[config.mk]
export PLATFORM = sky130hd
export DESIGN_NAME = irq_vector_ctrl
export DESIGN_NICKNAME = d
export VERILOG_FILES = /design/src/rtl/ivc_pkg.sv /design/src/rtl/ivc_src_reg.sv /design/src/rtl/ivc_prio.sv /design/src/rtl/ivc_vec.sv /design/src/rtl/irq_vector_ctrl.sv
export SDC_FILE = /design/constraint.sdc
export NUM_CORES = 1
export LEC_CHECK = 0
export BUFFER_PORTS_ARGS = -buffer_cell sky130_fd_sc_hd__buf_4
export CAP_MARGIN = 20
export CORE_UTILIZATION = 65
export DETAILED_ROUTE_END_ITERATION = 8
export PLACE_DENSITY = 0.86
export SYNTH_ARGS = -nofsm -noshare
export SYNTH_HDL_FRONTEND = slang
export SYNTH_SLANG_ARGS = --single-unit
[constraint.sdc]
create_clock -name clk -period 54 [get_ports clk]
set_input_delay 8.1 -clock clk [delete_from_list [all_inputs] [get_ports clk]]
set_output_delay 8.1 -clock clk [all_outputs]
set_load 0.01 [all_outputs]
[src/rtl/ivc_pkg.sv]
package ivc_pkg;
  localparam int LVL_W      = 3;
  localparam int DATA_W     = 8;
  localparam int PEND_BIT   = 7;
  localparam int LIVE_BIT   = 6;
  localparam int GEN_EN_BIT = 4;
  localparam int EN_BIT     = 3;
  localparam logic [DATA_W-1:0] SPURIOUS_VEC = 8'hFF;

  typedef logic [LVL_W-1:0] lvl_t;

  typedef struct packed {
    logic pend;
    logic en;
    lvl_t lvl;
  } src_ctl_t;

  // A source competes when it is pending, enabled and at a nonzero level.
  function automatic logic is_active(input src_ctl_t c);
    return c.pend && c.en && (c.lvl != '0);
  endfunction

  // Read-back layout of a per-source control register.
  function automatic logic [DATA_W-1:0] pack_ctl(input src_ctl_t c, input logic live);
    logic [DATA_W-1:0] r;
    r              = '0;
    r[PEND_BIT]    = c.pend;
    r[LIVE_BIT]    = live;
    r[EN_BIT]      = c.en;
    r[LVL_W-1:0]   = c.lvl;
    return r;
  endfunction

  // Vector arithmetic: base plus fixed index, wrapping at the data width.
  function automatic logic [DATA_W-1:0] vec_of(input logic [DATA_W-1:0] base, input int unsigned idx);
    return base + DATA_W'(idx);
  endfunction
endpackage

[src/rtl/ivc_src_reg.sv]
module ivc_src_reg
  import ivc_pkg::*;
#(
  parameter int ADDR_W   = 4,
  parameter int MY_ADDR  = 0,
  parameter bit IS_SW    = 1'b0,
  parameter bit HAS_LIVE = 1'b0
) (
  input  logic              clk,
  input  logic              rst_n,
  input  logic              req_in,
  input  logic              live_in,
  input  logic              wr_stb,
  input  logic              set_stb,
  input  logic [ADDR_W-1:0] addr,
  input  logic              wd_pend,
  input  logic              wd_en,
  input  lvl_t              wd_lvl,
  output lvl_t              lvl_o,
  output logic [DATA_W-1:0] rd_val,
  output logic              active
);
  src_ctl_t ctl;
  logic     req_q;
  logic     req_rise;
  logic     hit;
  logic     set_ev;
  logic     clr_ev;

  assign hit      = (addr == ADDR_W'(MY_ADDR));
  assign req_rise = req_in & ~req_q;
  // Software sources are raised only by the set strobe; hardware sources by an edge.
  assign set_ev   = IS_SW ? (set_stb & hit & wd_pend) : req_rise;
  assign clr_ev   = wr_stb & hit & wd_pend;

  always_ff @(posedge clk or negedge rst_n) begin
    if (!rst_n) begin
      req_q <= 1'b0;
      ctl   <= '0;
    end else begin
      req_q <= req_in;
      if (wr_stb && hit) begin
        ctl.en  <= wd_en;
        ctl.lvl <= wd_lvl;
      end
      if (set_ev)      ctl.pend <= 1'b1;
      else if (clr_ev) ctl.pend <= 1'b0;
    end
  end

  assign rd_val = pack_ctl(ctl, HAS_LIVE ? live_in : 1'b0);
  assign active = is_active(ctl);
  assign lvl_o  = ctl.lvl;

  assert_hw_edge_sets_R2: assert property (@(posedge clk) disable iff (!rst_n)
    (!IS_SW && $rose(req_in)) |=> ctl.pend);

  assert_sw_ignores_line_R5: assert property (@(posedge clk) disable iff (!rst_n)
    (IS_SW && !set_stb && !ctl.pend) |=> !ctl.pend);

  assert_clear_write_R3: assert property (@(posedge clk) disable iff (!rst_n)
    (wr_stb && hit && wd_pend && !set_ev) |=> !ctl.pend);

  assert_cfg_hold_R3: assert property (@(posedge clk) disable iff (!rst_n)
    !(wr_stb && hit) |=> ($stable(ctl.en) && $stable(ctl.lvl)));
endmodule

[src/rtl/ivc_prio.sv]
module ivc_prio
  import ivc_pkg::*;
#(
  parameter int NUM_SRC = 12,
  parameter int IDX_W   = $clog2(NUM_SRC)
) (
  input  logic               clk,
  input  logic               rst_n,
  input  logic [NUM_SRC-1:0] active,
  input  lvl_t               lvls [NUM_SRC],
  input  logic               glb_en,
  output logic               win_valid,
  output logic [IDX_W-1:0]   win_idx,
  output lvl_t               win_lvl
);
  // Scan from the top index down with >= so the lowest index keeps a tie.
  always_comb begin
    win_valid = 1'b0;
    win_idx   = '0;
    win_lvl   = '0;
    for (int i = NUM_SRC - 1; i >= 0; i--) begin
      if (glb_en && active[i] && (lvls[i] >= win_lvl)) begin
        win_valid = 1'b1;
        win_idx   = IDX_W'(i);
        win_lvl   = lvls[i];
      end
    end
  end

  for (genvar g = 0; g < NUM_SRC; g++) begin : g_chk
    assert_win_is_max_R7: assert property (@(posedge clk) disable iff (!rst_n)
      (glb_en && active[g]) |-> (win_valid && (win_lvl >= lvls[g])));
    assert_tie_low_idx_R8: assert property (@(posedge clk) disable iff (!rst_n)
      (win_valid && active[g] && (lvls[g] == win_lvl)) |-> (win_idx <= IDX_W'(g)));
  end

  assert_win_active_R7: assert property (@(posedge clk) disable iff (!rst_n)
    win_valid |-> active[win_idx]);

  assert_off_quiet_R6: assert property (@(posedge clk) disable iff (!rst_n)
    !glb_en |-> !win_valid);
endmodule

[src/rtl/ivc_vec.sv]
module ivc_vec
  import ivc_pkg::*;
#(
  parameter int IDX_W = 4
) (
  input  logic              clk,
  input  logic              rst_n,
  input  logic              iack,
  input  logic [DATA_W-1:0] base,
  input  logic              win_valid,
  input  logic [IDX_W-1:0]  win_idx,
  output logic [DATA_W-1:0] vec_out,
  output logic              vec_valid
);
  always_ff @(posedge clk or negedge rst_n) begin
    if (!rst_n) begin
      vec_out   <= '0;
      vec_valid <= 1'b0;
    end else begin
      vec_valid <= iack;
      if (iack) vec_out <= win_valid ? vec_of(base, win_idx) : SPURIOUS_VEC;
    end
  end

  assert_ack_pulse_R9: assert property (@(posedge clk) disable iff (!rst_n)
    iack |=> vec_valid);

  assert_no_ack_no_valid_R9: assert property (@(posedge clk) disable iff (!rst_n)
    !iack |=> (!vec_valid && $stable(vec_out)));

  assert_spurious_R10: assert property (@(posedge clk) disable iff (!rst_n)
    (iack && !win_valid) |=> (vec_out == SPURIOUS_VEC));
endmodule

[src/rtl/irq_vector_ctrl.sv]
module irq_vector_ctrl
  import ivc_pkg::*;
#(
  parameter int               NUM_SRC   = 12,
  parameter int               SW_FIRST  = 10,
  parameter int               ABORT_IDX = 2,
  parameter int               ADDR_W    = 4,
  parameter int               GEN_ADDR  = 12,
  parameter int               BASE_ADDR = 13,
  parameter logic [7:0]       BASE_RST  = 8'h40
) (
  input  logic               clk,
  input  logic               rst_n,
  input  logic [NUM_SRC-1:0] hw_req,
  input  logic               abort_sw,
  input  logic               reg_wr,
  input  logic               reg_set,
  input  logic [ADDR_W-1:0]  reg_addr,
  input  logic [7:0]         reg_wdata,
  output logic [7:0]         reg_rdata,
  input  logic               iack,
  output logic [2:0]         irq_level,
  output logic [7:0]         vec_out,
  output logic               vec_valid
);
  localparam int IDX_W = $clog2(NUM_SRC);

  logic [NUM_SRC-1:0] src_active;
  lvl_t               src_lvl [NUM_SRC];
  logic [DATA_W-1:0]  src_rd  [NUM_SRC];
  logic               glb_en;
  logic [DATA_W-1:0]  vec_base;
  logic               win_valid;
  logic [IDX_W-1:0]   win_idx;
  lvl_t               win_lvl;

  for (genvar g = 0; g < NUM_SRC; g++) begin : g_src
    ivc_src_reg #(
      .ADDR_W   (ADDR_W),
      .MY_ADDR  (g),
      .IS_SW    (g >= SW_FIRST),
      .HAS_LIVE (g == ABORT_IDX)
    ) u_src (
      .clk     (clk),
      .rst_n   (rst_n),
      .req_in  (hw_req[g]),
      .live_in (abort_sw),
      .wr_stb  (reg_wr),
      .set_stb (reg_set),
      .addr    (reg_addr),
      .wd_pend (reg_wdata[PEND_BIT]),
      .wd_en   (reg_wdata[EN_BIT]),
      .wd_lvl  (reg_wdata[LVL_W-1:0]),
      .lvl_o   (src_lvl[g]),
      .rd_val  (src_rd[g]),
      .active  (src_active[g])
    );
  end

  always_ff @(posedge clk or negedge rst_n) begin
    if (!rst_n) begin
      glb_en   <= 1'b0;
      vec_base <= BASE_RST;
    end else if (reg_wr) begin
      if (reg_addr == ADDR_W'(GEN_ADDR))  glb_en   <= reg_wdata[GEN_EN_BIT];
      if (reg_addr == ADDR_W'(BASE_ADDR)) vec_base <= reg_wdata;
    end
  end

  always_comb begin
    reg_rdata = '0;
    for (int i = 0; i < NUM_SRC; i++) begin
      if (reg_addr == ADDR_W'(i)) reg_rdata = src_rd[i];
    end
    if (reg_addr == ADDR_W'(GEN_ADDR)) reg_rdata[GEN_EN_BIT] = glb_en;
    if (reg_addr == ADDR_W'(BASE_ADDR)) reg_rdata = vec_base;
  end

  ivc_prio #(.NUM_SRC(NUM_SRC)) u_prio (
    .clk       (clk),
    .rst_n     (rst_n),
    .active    (src_active),
    .lvls      (src_lvl),
    .glb_en    (glb_en),
    .win_valid (win_valid),
    .win_idx   (win_idx),
    .win_lvl   (win_lvl)
  );

  assign irq_level = win_lvl;

  ivc_vec #(.IDX_W(IDX_W)) u_vec (
    .clk       (clk),
    .rst_n     (rst_n),
    .iack      (iack),
    .base      (vec_base),
    .win_valid (win_valid),
    .win_idx   (win_idx),
    .vec_out   (vec_out),
    .vec_valid (vec_valid)
  );

  assert_level_gated_R6: assert property (@(posedge clk) disable iff (!rst_n)
    (irq_level != '0) |-> glb_en);

  assert_level_from_active_R7: assert property (@(posedge clk) disable iff (!rst_n)
    (irq_level != '0) |-> (src_active != '0));
endmodule

# Word-level counts from Yosys, hierarchy flattened
# Cells that the tools add are included.
dict set report totals {
  regBits 88
}
dict set report classes {
  reduce_logical 87
  addsub 1
  n_mux 75
  bitwise 48
  order_cmp 12
  n_eq_ne 13
}
# cell count
set ops {}
lappend ops {{2-to-1 mux 8 bit} 14}
lappend ops {{logical AND 1 bit} 60}
lappend ops {{2-to-1 mux 4 bit} 12}
lappend ops {{bitwise AND 1 bit} 38}
lappend ops {{2-to-1 mux 1 bit} 37}
lappend ops {{2-to-1 mux 3 bit} 12}
lappend ops {{nonzero test 3 bit} 12}
lappend ops {{>= comparator 3 bit} 11}
lappend ops {{equality test 4 bit, second input constant} 6}
lappend ops {{nonzero test 2 bit} 12}
lappend ops {{equality test 4 x 3 -> 1 bit, second input constant} 4}
lappend ops {{inverter 1 bit} 10}
lappend ops {{adder 8 x 4 -> 8 bit} 1}
lappend ops {{equality test 4 x 2 -> 1 bit, second input constant} 2}
lappend ops {{equality test 4 x 1 -> 1 bit, second input constant} 1}
lappend ops {{zero test 4 bit} 1}
lappend ops {{AND reduction 2 bit} 2}
lappend ops {{>= comparator 3 x 1 -> 1 bit, second input constant} 1}

# Depth between registers and ports, before layout
dict set report depth {
  ltp_word 40
  depth_mapped 95
}

# By module
# A second synthesis with hierarchy kept.
dict set report unflattened {
  cells_unflattened 793
  hier_area_um2 7423.4
}
# module cells_each area_each_um2 instances
set by_module_without_submodules {}
lappend by_module_without_submodules {ivc_prio 239 1672.9 1}
lappend by_module_without_submodules {irq_vector_ctrl 214 1587.8 1}
lappend by_module_without_submodules {{ivc_src_reg (g_src[5].u_src ...)} 24 310.3 3}
lappend by_module_without_submodules {{ivc_src_reg (g_src[4].u_src ...)} 25 315.3 2}
lappend by_module_without_submodules {{ivc_src_reg (g_src[1].u_src ...)} 24 300.3 2}
lappend by_module_without_submodules {ivc_vec 58 543.0 1}
lappend by_module_without_submodules {{ivc_src_reg (g_src[7].u_src)} 23 309.0 1}
lappend by_module_without_submodules {{ivc_src_reg (g_src[0].u_src)} 24 302.8 1}
lappend by_module_without_submodules {{ivc_src_reg (g_src[3].u_src)} 23 301.5 1}
lappend by_module_without_submodules {{ivc_src_reg (g_src[10].u_src)} 21 282.8 1}
lappend by_module_without_submodules {{ivc_src_reg (g_src[11].u_src)} 21 261.5 1}

# Least setup slack after synthesis
# No wires, ideal clock.
dict set report synth_timing {
  path_kind {reg-to-output}
  startpoint {register glb_en}
  endpoint {output irq_level[0]}
  path_buffers 2
  stages_incl_launch_ff 84
  slack_ns 30.911
  arrival_ns 14.989
  path_cell_list {dfrtp_1 -> and3_2 -> and2_1 -> ha_1 -> nor2b_4 -> o21a_1 -> nor3_1 -> mux2_2 -> ha_1 -> nand2b_1 -> o21ai_0 -> o22ai_1 -> a32oi_2 -> a21oi_1 -> mux2_4 -> ha_1 -> nand2b_1 -> a211o_1 -> (+48 left out) -> mux2_2 -> a21boi_0 -> ha_1 -> nand2b_1 -> a21o_1 -> a21oi_1 -> or3_1 -> clkbuf_2 -> o311ai_1 -> nand2_1 -> ha_1 -> nand2b_1 -> a21o_1 -> a21oi_1 -> or3_1 -> buf_1 -> nor2_1 -> a31oi_1}
}
dict set report synth_via {
  elab_chain_len 36
  elab_cells_between_ends 47
}
# element line
set synth_lines {}
lappend synth_lines {{from (decl)} irq_vector_ctrl.sv:31} ;# logic glb_en;
lappend synth_lines {{from (signal assigned)} irq_vector_ctrl.sv:65} ;# if (reg_addr == ADDR_W'(GEN_ADDR)) glb_en <= reg_wdata[GEN_EN_BIT];
lappend synth_lines {{logical AND 1 bit (2 in a row)} ivc_prio.sv:22} ;# if (glb_en && active[i] && (lvls[i] >= win_lvl)) begin
lappend synth_lines {{2-to-1 mux 3 bit} ivc_prio.sv:22}
lappend synth_lines {{>= comparator 3 bit} ivc_prio.sv:22}
lappend synth_lines {{logical AND 1 bit} ivc_prio.sv:22}
lappend synth_lines {{2-to-1 mux 3 bit} ivc_prio.sv:22}
lappend synth_lines {{>= comparator 3 bit} ivc_prio.sv:22}
lappend synth_lines {{logical AND 1 bit} ivc_prio.sv:22}
lappend synth_lines {{2-to-1 mux 3 bit} ivc_prio.sv:22}
lappend synth_lines {{(+19 left out)} -}
lappend synth_lines {{logical AND 1 bit} ivc_prio.sv:22}
lappend synth_lines {{2-to-1 mux 3 bit} ivc_prio.sv:22}
lappend synth_lines {{>= comparator 3 bit} ivc_prio.sv:22}
lappend synth_lines {{logical AND 1 bit} ivc_prio.sv:22}
lappend synth_lines {{2-to-1 mux 3 bit} ivc_prio.sv:22}
lappend synth_lines {{>= comparator 3 bit} ivc_prio.sv:22}
lappend synth_lines {{logical AND 1 bit} ivc_prio.sv:22}
lappend synth_lines {{2-to-1 mux 3 bit *} ivc_prio.sv:22}
lappend synth_lines {{to (decl)} irq_vector_ctrl.sv:22} ;# output logic [2:0] irq_level,
# Every way passes the cells marked *; elsewhere a longest branch is shown, timed or not.

# Final worst setup path
# Ends and elaborated chain as after synthesis.

==> flow_metrics.env <==
export IMPL_cp_start_kind="flip-flop"
export IMPL_end_kind="output port"
export IMPL_cts_sinks=88
export IMPL_total_power_mw=0.2675
export IMPL_yosysSeqAreaShare_pct=37.46
export IMPL_port_buffers=47
export IMPL_combPwrFrac_pct=45.3
export IMPL_whs_ps=422.8
export IMPL_syn_inst=629
export IMPL_dp_hpwl_mm=11.40
export IMPL_syn2layout_area_growth_pct=10.59
export IMPL_ant_nets=0
export IMPL_fin_crit_sh_pct=47.07
export IMPL_drt_pass1_iterations=5
export IMPL_drv_cap=0
export IMPL_layout_nets=717
export IMPL_grt_pass1_wl_mm=25.52
export IMPL_place_gp_congestion=0.9519
export IMPL_numCtsBuffers=9
export IMPL_vias=5224
export IMPL_relSlewSlack_pct=53.22
export IMPL_avgSynthCellArea_um2=9.351
export IMPL_yosysWarnings=0
export IMPL_p_sw_share_pct=40.58
export IMPL_leakage_nw=2.930
export IMPL_vias_per_cell=6.723
export IMPL_synth_top_area_share_pct=37.01
export IMPL_syn_cell_area_um2=5882
export IMPL_diodes=0
export IMPL_cp_slowest_cell="dfrtp_1"
export IMPL_worstMarginPinSlew_ps=696.4
export IMPL_grt_overflow=0
export IMPL_yosys_register_bits=88
export IMPL_die_height_um=97.13
export IMPL_clk_pin_slew_ps=100
export IMPL_finalHoldViolations=0
export IMPL_rsz0062_at_grt="false"
export IMPL_start_util_pct=67.45
export IMPL_cts_hold_buf=0
export IMPL_placed_area_um2=6275
export IMPL_power_density_nw_per_um2=41.12
export IMPL_power_frac_seq_pct=36.4
export IMPL_cp_max_fo=16
export IMPL_rows=34
export IMPL_irDropWorstVdd_mv=0.02419
export IMPL_period_needed_ps=25420
export IMPL_drc_errors=0
export IMPL_cts_root_buf="clkbuf_8"
export IMPL_grt_pass1_vias=5051
export IMPL_cts_htree_levels=3
export IMPL_tns_ps=0
export IMPL_wl_mm=15.62
export IMPL_clkLatencyLatePin_ps=360
export IMPL_cts_tree="yes"
export IMPL_die_area_um2=9433
export IMPL_setup_viol=0
export IMPL_ys_flop_type="dfrtp_1"
export IMPL_die_x_um=97.13
export IMPL_clock_power_share_pct=18.2
export IMPL_fmax_mhz=39.35
export IMPL_synth_top_cells_by_count="dfrtp_1, nand2_1, mux2_2, nor2_1, o21ai_0"
export IMPL_grt_max_degree=85
export IMPL_layout_drive_gt1_share_pct=22.72
export IMPL_yosysTopAreaCell="dfrtp_1"
export IMPL_cp_required_ps=45900
export IMPL_drtIter0Drc=477
export IMPL_finalInstanceArea_um2=6505
export IMPL_skew_ps=9.960
export IMPL_slew_violations=0
export IMPL_io_pins=50
export IMPL_cts_resized_gates=0
export IMPL_synthArstFlopShare_pct=100.0
export IMPL_clockBufferDepth=2
export IMPL_yosys_top_cells_area="dfrtp_1, mux2_2, nand2_1"
export IMPL_criticalPathCategory="reg2out"
export IMPL_grt_usage_pct=34.35
export IMPL_crit_top_cell="ha_1"
export IMPL_postCtsSetupBuffers=0
export IMPL_p_int_mw=0.1589
export IMPL_synth_edf_count=0
export IMPL_wl_per_cell_um=20.10
export IMPL_yosysMostFrequentCell="dfrtp_1"
export IMPL_hp_class="reg2reg"
export IMPL_arrival_ps=17320
export IMPL_core_um2=8721
export IMPL_p_switching_mw=0.1085
export IMPL_cpPeakStageDelay_ps=680
export IMPL_synth_nets=682
export IMPL_outcome="finished, final reports clean"
export IMPL_antenna_found_initial=0
export IMPL_synth_cell_types=78
## per-layer routing
metal	vias up	share of wire [%]	track usage, %
li1	2365	-	-
met1	2528	43	47.88
met2	279	45	52.76
met3	52	8.1	6.475
met4	0	4.3	14.81
met5	-	0	0
## worst max-delay path, delay by kind of cell, from the launching register on
family	cells	cell delay [ps]
buffers and inverters	4	330
flip-flops	1	680
AND/OR/NAND/NOR	25	4680
adder cells (fa/ha/maj)	12	3350
multiplexers	5	1810
AO/OA/AOI/OAI	35	6050
## sequential cells by signal (all words and copies together) (netlist names)
| register | cells |
|---|---|
| u_vec.vec_valid | 1 |
| g_src.u_src.req_q | 10 |
| vec_base | 8 |
| u_vec.vec_out | 8 |
| glb_en | 1 |
| g_src.u_src.rd_val | 24 |
| g_src.u_src.lvl_o | 36 |
## worst paths after layout
kind	start	endpoint	slack, ps	depth (start not counted)
max in group asynchronous	rst_n	vec_base[6]	45680	3
max	glb_en	irq_level[0]	28580	81
min in group asynchronous	rst_n	u_vec.vec_valid	7510	1
min reg2reg	g_src[4].u_src.req_q	g_src[4].u_src.rd_val[7]	420	1
min	g_src[4].u_src.req_q	g_src[4].u_src.rd_val[7]	420	1
max reg2reg	glb_en	u_vec.vec_out[7]	35590	90
## area by class of cell
type	instances	area, um2
multi-input cells	481	3445
fillers	613	2216
flip-flops and latches	88	2203
repair buffers	49	387.9
well taps	108	135.1
inverters	35	131.4
clock buffers	10	127.6
clock inverters	6	75.07
## cells by family (layout without fill, tap and decap cells)
| family | after synthesis | count (layout) | synth area share [%] |
|---|---|---|---|
| AO/OA/AOI/OAI | 165 | 165 | 19.66 |
| flip-flops | 88 | 88 | 37.46 |
| XOR/XNOR | 4 | 4 | 0.5957 |
| AND/OR/NAND/NOR | 209 | 209 | 17.40 |
| multiplexers | 77 | 77 | 15.38 |
| buffers and inverters | 60 | 100 | 3.978 |
| adder cells (fa/ha/maj) | 26 | 26 | 5.531 |
## per-stage QoR
stage | cells | setup WS (ps) | utilization, %
6_report | 777 | 28580 | 74.59
5_1_grt | 777 | 27230 | 74.59
2_1_floorplan | 629 | 30910 | -
3_5_place_dp | 760 | 29130 | 71.95
4_1_cts | 776 | 28670 | 74.28
3_3_place_gp | 760 | 29440 | 71.95
## power by group through the flow
stage,Sequential [mW],Combinational (mW),Clock (mW)
after floorplan,0.0923,0.0878,0
after global placement,0.0966,0.115,0
after detailed placement,0.0977,0.119,0
after CTS,0.0965,0.120,0.0483
after global routing,0.0993,0.135,0.0510
final,0.0975,0.121,0.0488
## layout by cell type (no fill, tap or decap), types with 3 or more instances in the layout
| master | count |
|---|---|
| and2_1 | 4 |
| and3_1 | 10 |
| buf_4 | 48 |
| o21a_1 | 11 |
| a211oi_1 | 5 |
| nor3_1 | 18 |
| mux2_2 | 54 |
| or3_1 | 4 |
| a221oi_1 | 3 |
| nand2_1 | 74 |
| mux4_2 | 4 |
| inv_1 | 35 |
| a21o_1 | 8 |
| a31oi_1 | 4 |
| nand3_1 | 14 |
| o21ai_0 | 42 |
| o211ai_1 | 6 |
| mux2_4 | 3 |
| ha_1 | 22 |
| o311ai_0 | 3 |
| mux2i_1 | 15 |
| a22oi_1 | 4 |
| nor2b_1 | 9 |
| nor2_1 | 43 |
| o22ai_1 | 3 |
| xor2_1 | 3 |
| maj3_1 | 3 |
| o31ai_1 | 4 |
| nand2b_1 | 15 |
| a32o_1 | 5 |
| clkbuf_8 | 9 |
| dfrtp_1 | 87 |
| a21oi_1 | 33 |
Note: power is estimated with default switching activity, not from simulation.
